File: src/rtl/errc_pkg.sv
package errc_pkg;

    typedef enum logic [2:0] {
        KIND_MRD   = 3'd0,
        KIND_MWR   = 3'd1,
        KIND_IORD  = 3'd2,
        KIND_IOWR  = 3'd3,
        KIND_MSGD  = 3'd4,
        KIND_MSGVD = 3'd5
    } req_kind_e;

    typedef enum logic [1:0] {
        VERD_NONE = 2'd0,
        VERD_UR   = 2'd1,
        VERD_MAL  = 2'd2,
        VERD_PSN  = 2'd3
    } verdict_e;

    localparam int NUM_FLAGS   = 4;
    localparam int FLG_OVERRUN = 0;
    localparam int FLG_MEMDIS  = 1;
    localparam int FLG_OVERSZ  = 2;
    localparam int FLG_PSNCTL  = 3;

    // class slots in descending rank
    localparam int NUM_CLS = 3;
    localparam int CLS_MAL = 0;
    localparam int CLS_PSN = 1;
    localparam int CLS_UR  = 2;

    typedef logic [NUM_FLAGS-1:0] flags_t;
    typedef logic [NUM_CLS-1:0]   cls_t;

    function automatic verdict_e cls_code(input int slot);
        case (slot)
            CLS_MAL: return VERD_MAL;
            CLS_PSN: return VERD_PSN;
            default: return VERD_UR;
        endcase
    endfunction

    function automatic logic kind_has_data(input req_kind_e k);
        return (k == KIND_MWR) || (k == KIND_IOWR) ||
               (k == KIND_MSGD) || (k == KIND_MSGVD);
    endfunction

    function automatic logic kind_hits_window(input req_kind_e k);
        return (k == KIND_MRD) || (k == KIND_MWR) ||
               (k == KIND_IORD) || (k == KIND_IOWR);
    endfunction

    function automatic logic kind_poison_ctl(input req_kind_e k);
        return (k == KIND_MWR) || (k == KIND_IOWR) || (k == KIND_MSGD);
    endfunction

endpackage

File: src/rtl/errc_span_check.sv
module errc_span_check
    import errc_pkg::*;
#(
    parameter int ADDR_W = 32,
    parameter int LEN_W  = 10,
    localparam int SZ_W  = $clog2(ADDR_W + 1),
    localparam int EXT_W = ADDR_W + 1
) (
    input  logic [ADDR_W-1:0] addr,
    input  logic [LEN_W-1:0]  len_dw,
    input  logic [ADDR_W-1:0] base,
    input  logic [SZ_W-1:0]   size_log2,
    output logic              in_window,
    output logic              overrun
);
    logic [EXT_W-1:0] addr_e;
    logic [EXT_W-1:0] base_e;
    logic [EXT_W-1:0] size_e;
    logic [EXT_W-1:0] limit_e;
    logic [EXT_W-1:0] span_e;
    logic [EXT_W-1:0] end_e;

    always_comb begin
        addr_e    = {1'b0, addr};
        base_e    = {1'b0, base};
        size_e    = EXT_W'(1) << size_log2;
        limit_e   = base_e + size_e;
        span_e    = EXT_W'(len_dw) << 2;
        end_e     = addr_e + span_e;
        in_window = (addr_e >= base_e) && (addr_e < limit_e);
        overrun   = in_window && (end_e > limit_e);
    end
endmodule

File: src/rtl/errc_cond_detect.sv
module errc_cond_detect
    import errc_pkg::*;
#(
    parameter int ADDR_W = 32,
    parameter int LEN_W  = 10,
    localparam int SZ_W  = $clog2(ADDR_W + 1)
) (
    input  req_kind_e         kind,
    input  logic [ADDR_W-1:0] addr,
    input  logic [LEN_W-1:0]  len_dw,
    input  logic              poison,
    input  logic [ADDR_W-1:0] bar_base,
    input  logic [SZ_W-1:0]   bar_size_log2,
    input  logic              mem_enable,
    input  logic [LEN_W-1:0]  max_payload_dw,
    input  logic              tgt_ctrl,
    input  logic              cfg_mps_as_ur,
    input  logic              cfg_poison_as_ur,
    output flags_t            flags,
    output cls_t              cls
);
    logic win_hit;
    logic win_over;

    errc_span_check #(
        .ADDR_W (ADDR_W),
        .LEN_W  (LEN_W)
    ) i_span (
        .addr      (addr),
        .len_dw    (len_dw),
        .base      (bar_base),
        .size_log2 (bar_size_log2),
        .in_window (win_hit),
        .overrun   (win_over)
    );

    logic oversz_to_ur;

    always_comb begin
        flags              = '0;
        flags[FLG_OVERRUN] = kind_hits_window(kind) && win_over;
        flags[FLG_MEMDIS]  = (kind == KIND_MWR) && !mem_enable;
        flags[FLG_OVERSZ]  = kind_has_data(kind) && (len_dw > max_payload_dw);
        flags[FLG_PSNCTL]  = kind_poison_ctl(kind) && poison && tgt_ctrl;

        oversz_to_ur = cfg_mps_as_ur && !mem_enable;

        cls          = '0;
        cls[CLS_MAL] = flags[FLG_OVERSZ] && !oversz_to_ur;
        cls[CLS_PSN] = flags[FLG_PSNCTL] && !cfg_poison_as_ur;
        cls[CLS_UR]  = flags[FLG_OVERRUN] || flags[FLG_MEMDIS] ||
                       (flags[FLG_OVERSZ] && oversz_to_ur) ||
                       (flags[FLG_PSNCTL] && cfg_poison_as_ur);
    end

    logic unused_hit;
    assign unused_hit = win_hit;
endmodule

File: src/rtl/errc_rank_select.sv
module errc_rank_select
    import errc_pkg::*;
(
    input  cls_t     cls,
    output verdict_e verdict
);
    cls_t won;

    genvar g;
    generate
        for (g = 0; g < NUM_CLS; g++) begin : g_rank
            if (g == 0) begin : g_top
                assign won[g] = cls[g];
            end else begin : g_lower
                assign won[g] = cls[g] && !(|cls[g-1:0]);
            end
        end
    endgenerate

    always_comb begin
        verdict = VERD_NONE;
        for (int s = 0; s < NUM_CLS; s++) begin
            if (won[s]) verdict = cls_code(s);
        end
    end
endmodule

File: src/rtl/errc_classifier.sv
module errc_classifier
    import errc_pkg::*;
#(
    parameter int ADDR_W = 32,
    parameter int LEN_W  = 10,
    localparam int SZ_W  = $clog2(ADDR_W + 1)
) (
    input  logic              clk,
    input  logic              rst,
    input  logic              hdr_valid,
    input  logic [2:0]        hdr_kind,
    input  logic [ADDR_W-1:0] hdr_addr,
    input  logic [LEN_W-1:0]  hdr_len_dw,
    input  logic              hdr_poison,
    input  logic [1:0]        hdr_at,
    input  logic [ADDR_W-1:0] bar_base,
    input  logic [SZ_W-1:0]   bar_size_log2,
    input  logic              mem_enable,
    input  logic [LEN_W-1:0]  max_payload_dw,
    input  logic              tgt_ctrl,
    input  logic              cfg_mps_as_ur,
    input  logic              cfg_poison_as_ur,
    output logic              verdict_valid,
    output logic [1:0]        verdict,
    output logic [3:0]        cond_flags
);
    req_kind_e kind;
    flags_t    flags_d;
    cls_t      cls_d;
    verdict_e  verdict_d;
    verdict_e  verdict_q;
    flags_t    flags_q;
    logic      valid_q;

    assign kind = req_kind_e'(hdr_kind);

    errc_cond_detect #(
        .ADDR_W (ADDR_W),
        .LEN_W  (LEN_W)
    ) i_detect (
        .kind             (kind),
        .addr             (hdr_addr),
        .len_dw           (hdr_len_dw),
        .poison           (hdr_poison),
        .bar_base         (bar_base),
        .bar_size_log2    (bar_size_log2),
        .mem_enable       (mem_enable),
        .max_payload_dw   (max_payload_dw),
        .tgt_ctrl         (tgt_ctrl),
        .cfg_mps_as_ur    (cfg_mps_as_ur),
        .cfg_poison_as_ur (cfg_poison_as_ur),
        .flags            (flags_d),
        .cls              (cls_d)
    );

    errc_rank_select i_rank (
        .cls     (cls_d),
        .verdict (verdict_d)
    );

    always_ff @(posedge clk) begin
        if (rst) begin
            valid_q   <= 1'b0;
            verdict_q <= VERD_NONE;
            flags_q   <= '0;
        end else begin
            valid_q   <= hdr_valid;
            verdict_q <= hdr_valid ? verdict_d : VERD_NONE;
            flags_q   <= hdr_valid ? flags_d : '0;
        end
    end

    assign verdict_valid = valid_q;
    assign verdict       = verdict_q;
    assign cond_flags    = flags_q;

    // translation field is accepted but never inspected
    logic unused_at;
    assign unused_at = ^hdr_at;
endmodule

File: config.mk
export PLATFORM = sky130hd
export DESIGN_NAME = errc_classifier
export DESIGN_NICKNAME = d
export VERILOG_FILES = /design/src/rtl/errc_pkg.sv /design/src/rtl/errc_span_check.sv /design/src/rtl/errc_cond_detect.sv /design/src/rtl/errc_rank_select.sv /design/src/rtl/errc_classifier.sv
export SDC_FILE = /design/constraint.sdc
export NUM_CORES = 1
export LEC_CHECK = 0
export BUFFER_PORTS_ARGS = -buffer_cell sky130_fd_sc_hd__clkbuf_2
export CAP_MARGIN = 20
export CORE_MARGIN = 5
export CORE_UTILIZATION = 45
export DETAILED_ROUTE_END_ITERATION = 10
export PLACE_DENSITY = 0.71
export SYNTH_ARGS = -nofsm -noshare
export SYNTH_HDL_FRONTEND = slang
export SYNTH_SLANG_ARGS = --single-unit
File: constraint.sdc
create_clock -name clk -period 6.15 [get_ports clk]
set_clock_uncertainty 0.1 [all_clocks]
set_input_delay 1.23 -clock clk [delete_from_list [all_inputs] [get_ports clk]]
set_output_delay 1.23 -clock clk [all_outputs]
set_load 0.03 [all_outputs]
==> impl_metrics.tcl <==
set metrics [dict create \
    max-cap-violations 0 \
    cp_max_fo 5 \
    period_share_pct 96.02 \
    ys_ff_latch 7 \
    routabilityCongestion 0.8750 \
    fmax_mhz 169.3 \
    worst_slack_ns 0.2448 \
    synth_top_family_by_area "adder cells" \
    report.final.slew_viol_count 0 \
    period_minus_slack_ns 5.905 \
    end_kind "flop" \
    ys_seq_area_share_pct 2.594 \
    hold_violations 0 \
    final.setup.tns_ns 0 \
    instances_no_fill 1044 \
    avgSynthCellArea_um2 7.461 \
    area_growth_pct 25.43 \
    num_vias 5799 \
    yosys.area_share.adder_pct 34.28 \
    antenna_found_initial 0 \
    synthCells 724 \
    synth_fp_nets 972 \
    gr-usage-met3_pct 1.414 \
    via_per_inst 5.555 \
    n_antenna_cell 0 \
    start_util_pct 45.35 \
    ioPinCount 110 \
    cts_tree "done" \
    clkSinkCount 7 \
    ys_types 71 \
    cts_buffers 3 \
    worst_slew_pin_slew_ns 0.5216 \
    status "finished clean" \
    synth-simple-area-share_pct 22.61 \
    start_kind "input port" \
    ctsHoldBuffers 0 \
    drc 0 \
    power_leakage_nw 3.581 \
    clockBufferDepth 2 \
    synthArstFlopShare_pct 0 \
    synth_edf_count 0 \
    worstPathRequired_ns 6.16 \
    grt_max_degree 9 \
    hp-class "input port to flop" \
    setup_viol 0 \
    dp.cells 1038 \
    h-tree-depth 1 \
    dieArea_mm2 0.01429 \
    powerDensity_mw_per_mm2 85.41 \
    path_clk_slew_ns 0.04 \
    synth-xor-area-share_pct 9.243 \
    first_pass_iters 5 \
    drtAntennaViolNets 0 \
    grt-ovfl-total 0 \
    die_w_um 119.6 \
    grt_pass1_wl_mm 24.70 \
    grt_pass1_vias 5289 \
    pre_cts_ws_ns -0.1208 \
    slew_headroom_pct 64.93 \
    grtUsageMet1_pct 29.81 \
    nNetsFinal 1146 \
    finalHoldWorstSlack_ns 1.100 \
    peakVddDrop_uv 68.65 \
    core_mm2 0.01191 \
    wl_mm 15.16 \
    globalRoute.busiestLayer "met2" \
    synth_compound_area_share_pct 25.53 \
    drt_iter0_markers 232 \
    gr-usage-met2_pct 33.44 \
    rows 40 \
    dpl.hpwl_mm 13.55 \
    synth_ff_type "dfxtp_1" \
    arrival_ns 5.92 \
    wire_per_inst_um 14.52 \
    drive_gt1_share_pct 26.09 \
    path_class "input port to flop" \
    yosys_warnings 0 \
    synth_area_mm2 0.005401 \
    clockRootBuffer "clkbuf_16" \
    grt.total_usage_pct 20.40 \
    synth.area.mux_share_pct 0.3938 \
    portBuffers 107 \
    die_y_um 119.6 \
]
-- report_power, final --
part           switching (W)  internal, W  leakage, nW
Clock              0.0000234    0.0000861       0.0382
Sequential       0.000000301    0.0000470       0.0569
Combinational       0.000226     0.000196         3.49
Total               0.000250     0.000329         3.58
-- final timing paths --
path                  slack, ns            end  cells after the start              from
worst max-delay path       0.24     verdict[0]                     23  bar_size_log2[0]
worst min-delay path       1.10  cond_flags[1]                      2        mem_enable
-- synth_stat cells (all sizes together), types with 2 or more instances --
| cell | number | area (um^2) |
|---|---|---|
| ha | 143 | 1789 |
| nor2 | 66 | 250.2 |
| a21oi | 59 | 310.3 |
| inv | 59 | 221.5 |
| nand2 | 49 | 183.9 |
| a21o | 40 | 301.5 |
| xnor2 | 36 | 315.3 |
| o21ai | 35 | 178.9 |
| nand3 | 26 | 135.1 |
| nand4 | 21 | 131.4 |
| xor2 | 21 | 183.9 |
| nor2b | 15 | 93.84 |
| nand2b | 12 | 75.07 |
| o21a | 12 | 90.09 |
| a211oi | 11 | 100.1 |
| nor3 | 11 | 66.32 |
| and3 | 8 | 51.30 |
| and2 | 7 | 46.29 |
| dfxtp | 7 | 140.1 |
| o211ai | 7 | 52.55 |
| clkbuf | 6 | 22.52 |
| nor4 | 6 | 52.55 |
| or2 | 5 | 31.28 |
| or3 | 5 | 31.28 |
| and4 | 4 | 35.03 |
| buf | 4 | 45.04 |
| a2111oi | 3 | 32.53 |
| a21boi | 3 | 26.28 |
| a221oi | 3 | 26.28 |
| a31oi | 3 | 18.77 |
| o2111ai | 3 | 26.28 |
| o221ai | 3 | 32.53 |
| o22ai | 3 | 18.77 |
| o31ai | 3 | 27.52 |
| a211o | 2 | 17.52 |
| a311o | 2 | 20.02 |
| fa | 2 | 40.04 |
| maj3 | 2 | 22.52 |
| nor3b | 2 | 15.01 |
| or4 | 2 | 15.01 |
-- cells in the final DEF, fill, tap and decap left out, drive strengths merged, types with 4 or more instances in the layout --
cell type / synthesis / final
nor2b: 15 / 15
nor4: 6 / 6
nand2: 49 / 49
ha: 143 / 143
xnor2: 36 / 36
o21a: 12 / 12
and3: 8 / 8
clkbuf: 6 / 111
a21oi: 59 / 59
and2: 7 / 7
inv: 59 / 59
nand2b: 12 / 12
a21o: 40 / 40
xor2: 21 / 21
nand4: 21 / 21
dfxtp: 7 / 7
nand3: 26 / 26
nor2: 66 / 66
o211ai: 7 / 7
or2: 5 / 5
a211oi: 11 / 11
buf: 4 / 72
or3: 5 / 5
and4: 4 / 4
o21ai: 35 / 35
nor3: 11 / 11
-- layer usage --
metal,part of all wire [%],up-vias,wire (um)
met1,49,2602,7501
met4,1.5,0,233
met3,4.8,20,727
li1,-,3023,-
met2,44,154,6696
met5,0,-,0
-- cell type report --
| type | instances | area (um^2) |
|---|---|---|
| Fill cell | 1163 | 5136 |
| Multi-Input combinational cell | 648 | 5075 |
| Timing Repair Buffer | 179 | 1076 |
| Inverter | 59 | 221.5 |
| Tap cell | 147 | 183.9 |
| Sequential cell | 7 | 140.1 |
| Clock buffer | 4 | 78.83 |
-- registers in the layout, summed over array words and instances, names as in the netlist --
signal and flops:
cond_flags 4, verdict 2, verdict_valid 1
-- worst max-delay path, cell delays in order --
cell,delay [ns]
clkbuf_2,0.11
or2_2,0.38
buf_4,0.19
nor2_1,0.11
ha_1,0.28
and3_2,0.24
a311o_1,0.32
and2_1,0.17
o41a_1,0.35
o221ai_2,0.20
o21ai_2,0.10
mux2i_1,0.14
a2111oi_2,0.33
buf_4,0.18
ha_1,0.12
nand2_1,0.07
nor3_2,0.19
buf_4,0.14
nand4_1,0.09
or3_1,0.30
or4_1,0.42
nand4_1,0.17
o31ai_2,0.08
-- cells by family after synthesis --
group,Yosys count
xor gates and xnor gates,57
buffers and inverters,69
muxes,2
AOI/OAI and AO/OA,202
and+or+nand+nor,240
DFF,7
adders and majority gates,147
-- repair_timing --
action / in CTS / in global routing
endpoints found under the setup margin: 0 / 2
gates resized for setup: 0 / 28
buffers inserted: 0 / 2
-- stage by stage --
stage	utilization, %	area [um^2]	total power [W]
floorplan	-	5401	0.0003130
global placement	55.23	6579	0.0004532
detailed placement	55.23	6579	0.0004591
CTS	55.89	6658	0.0005716
global route	56.88	6775	0.0006403
finish	56.88	6775	0.0005787
No activity file was read; power rests on OpenSTA's default activity.
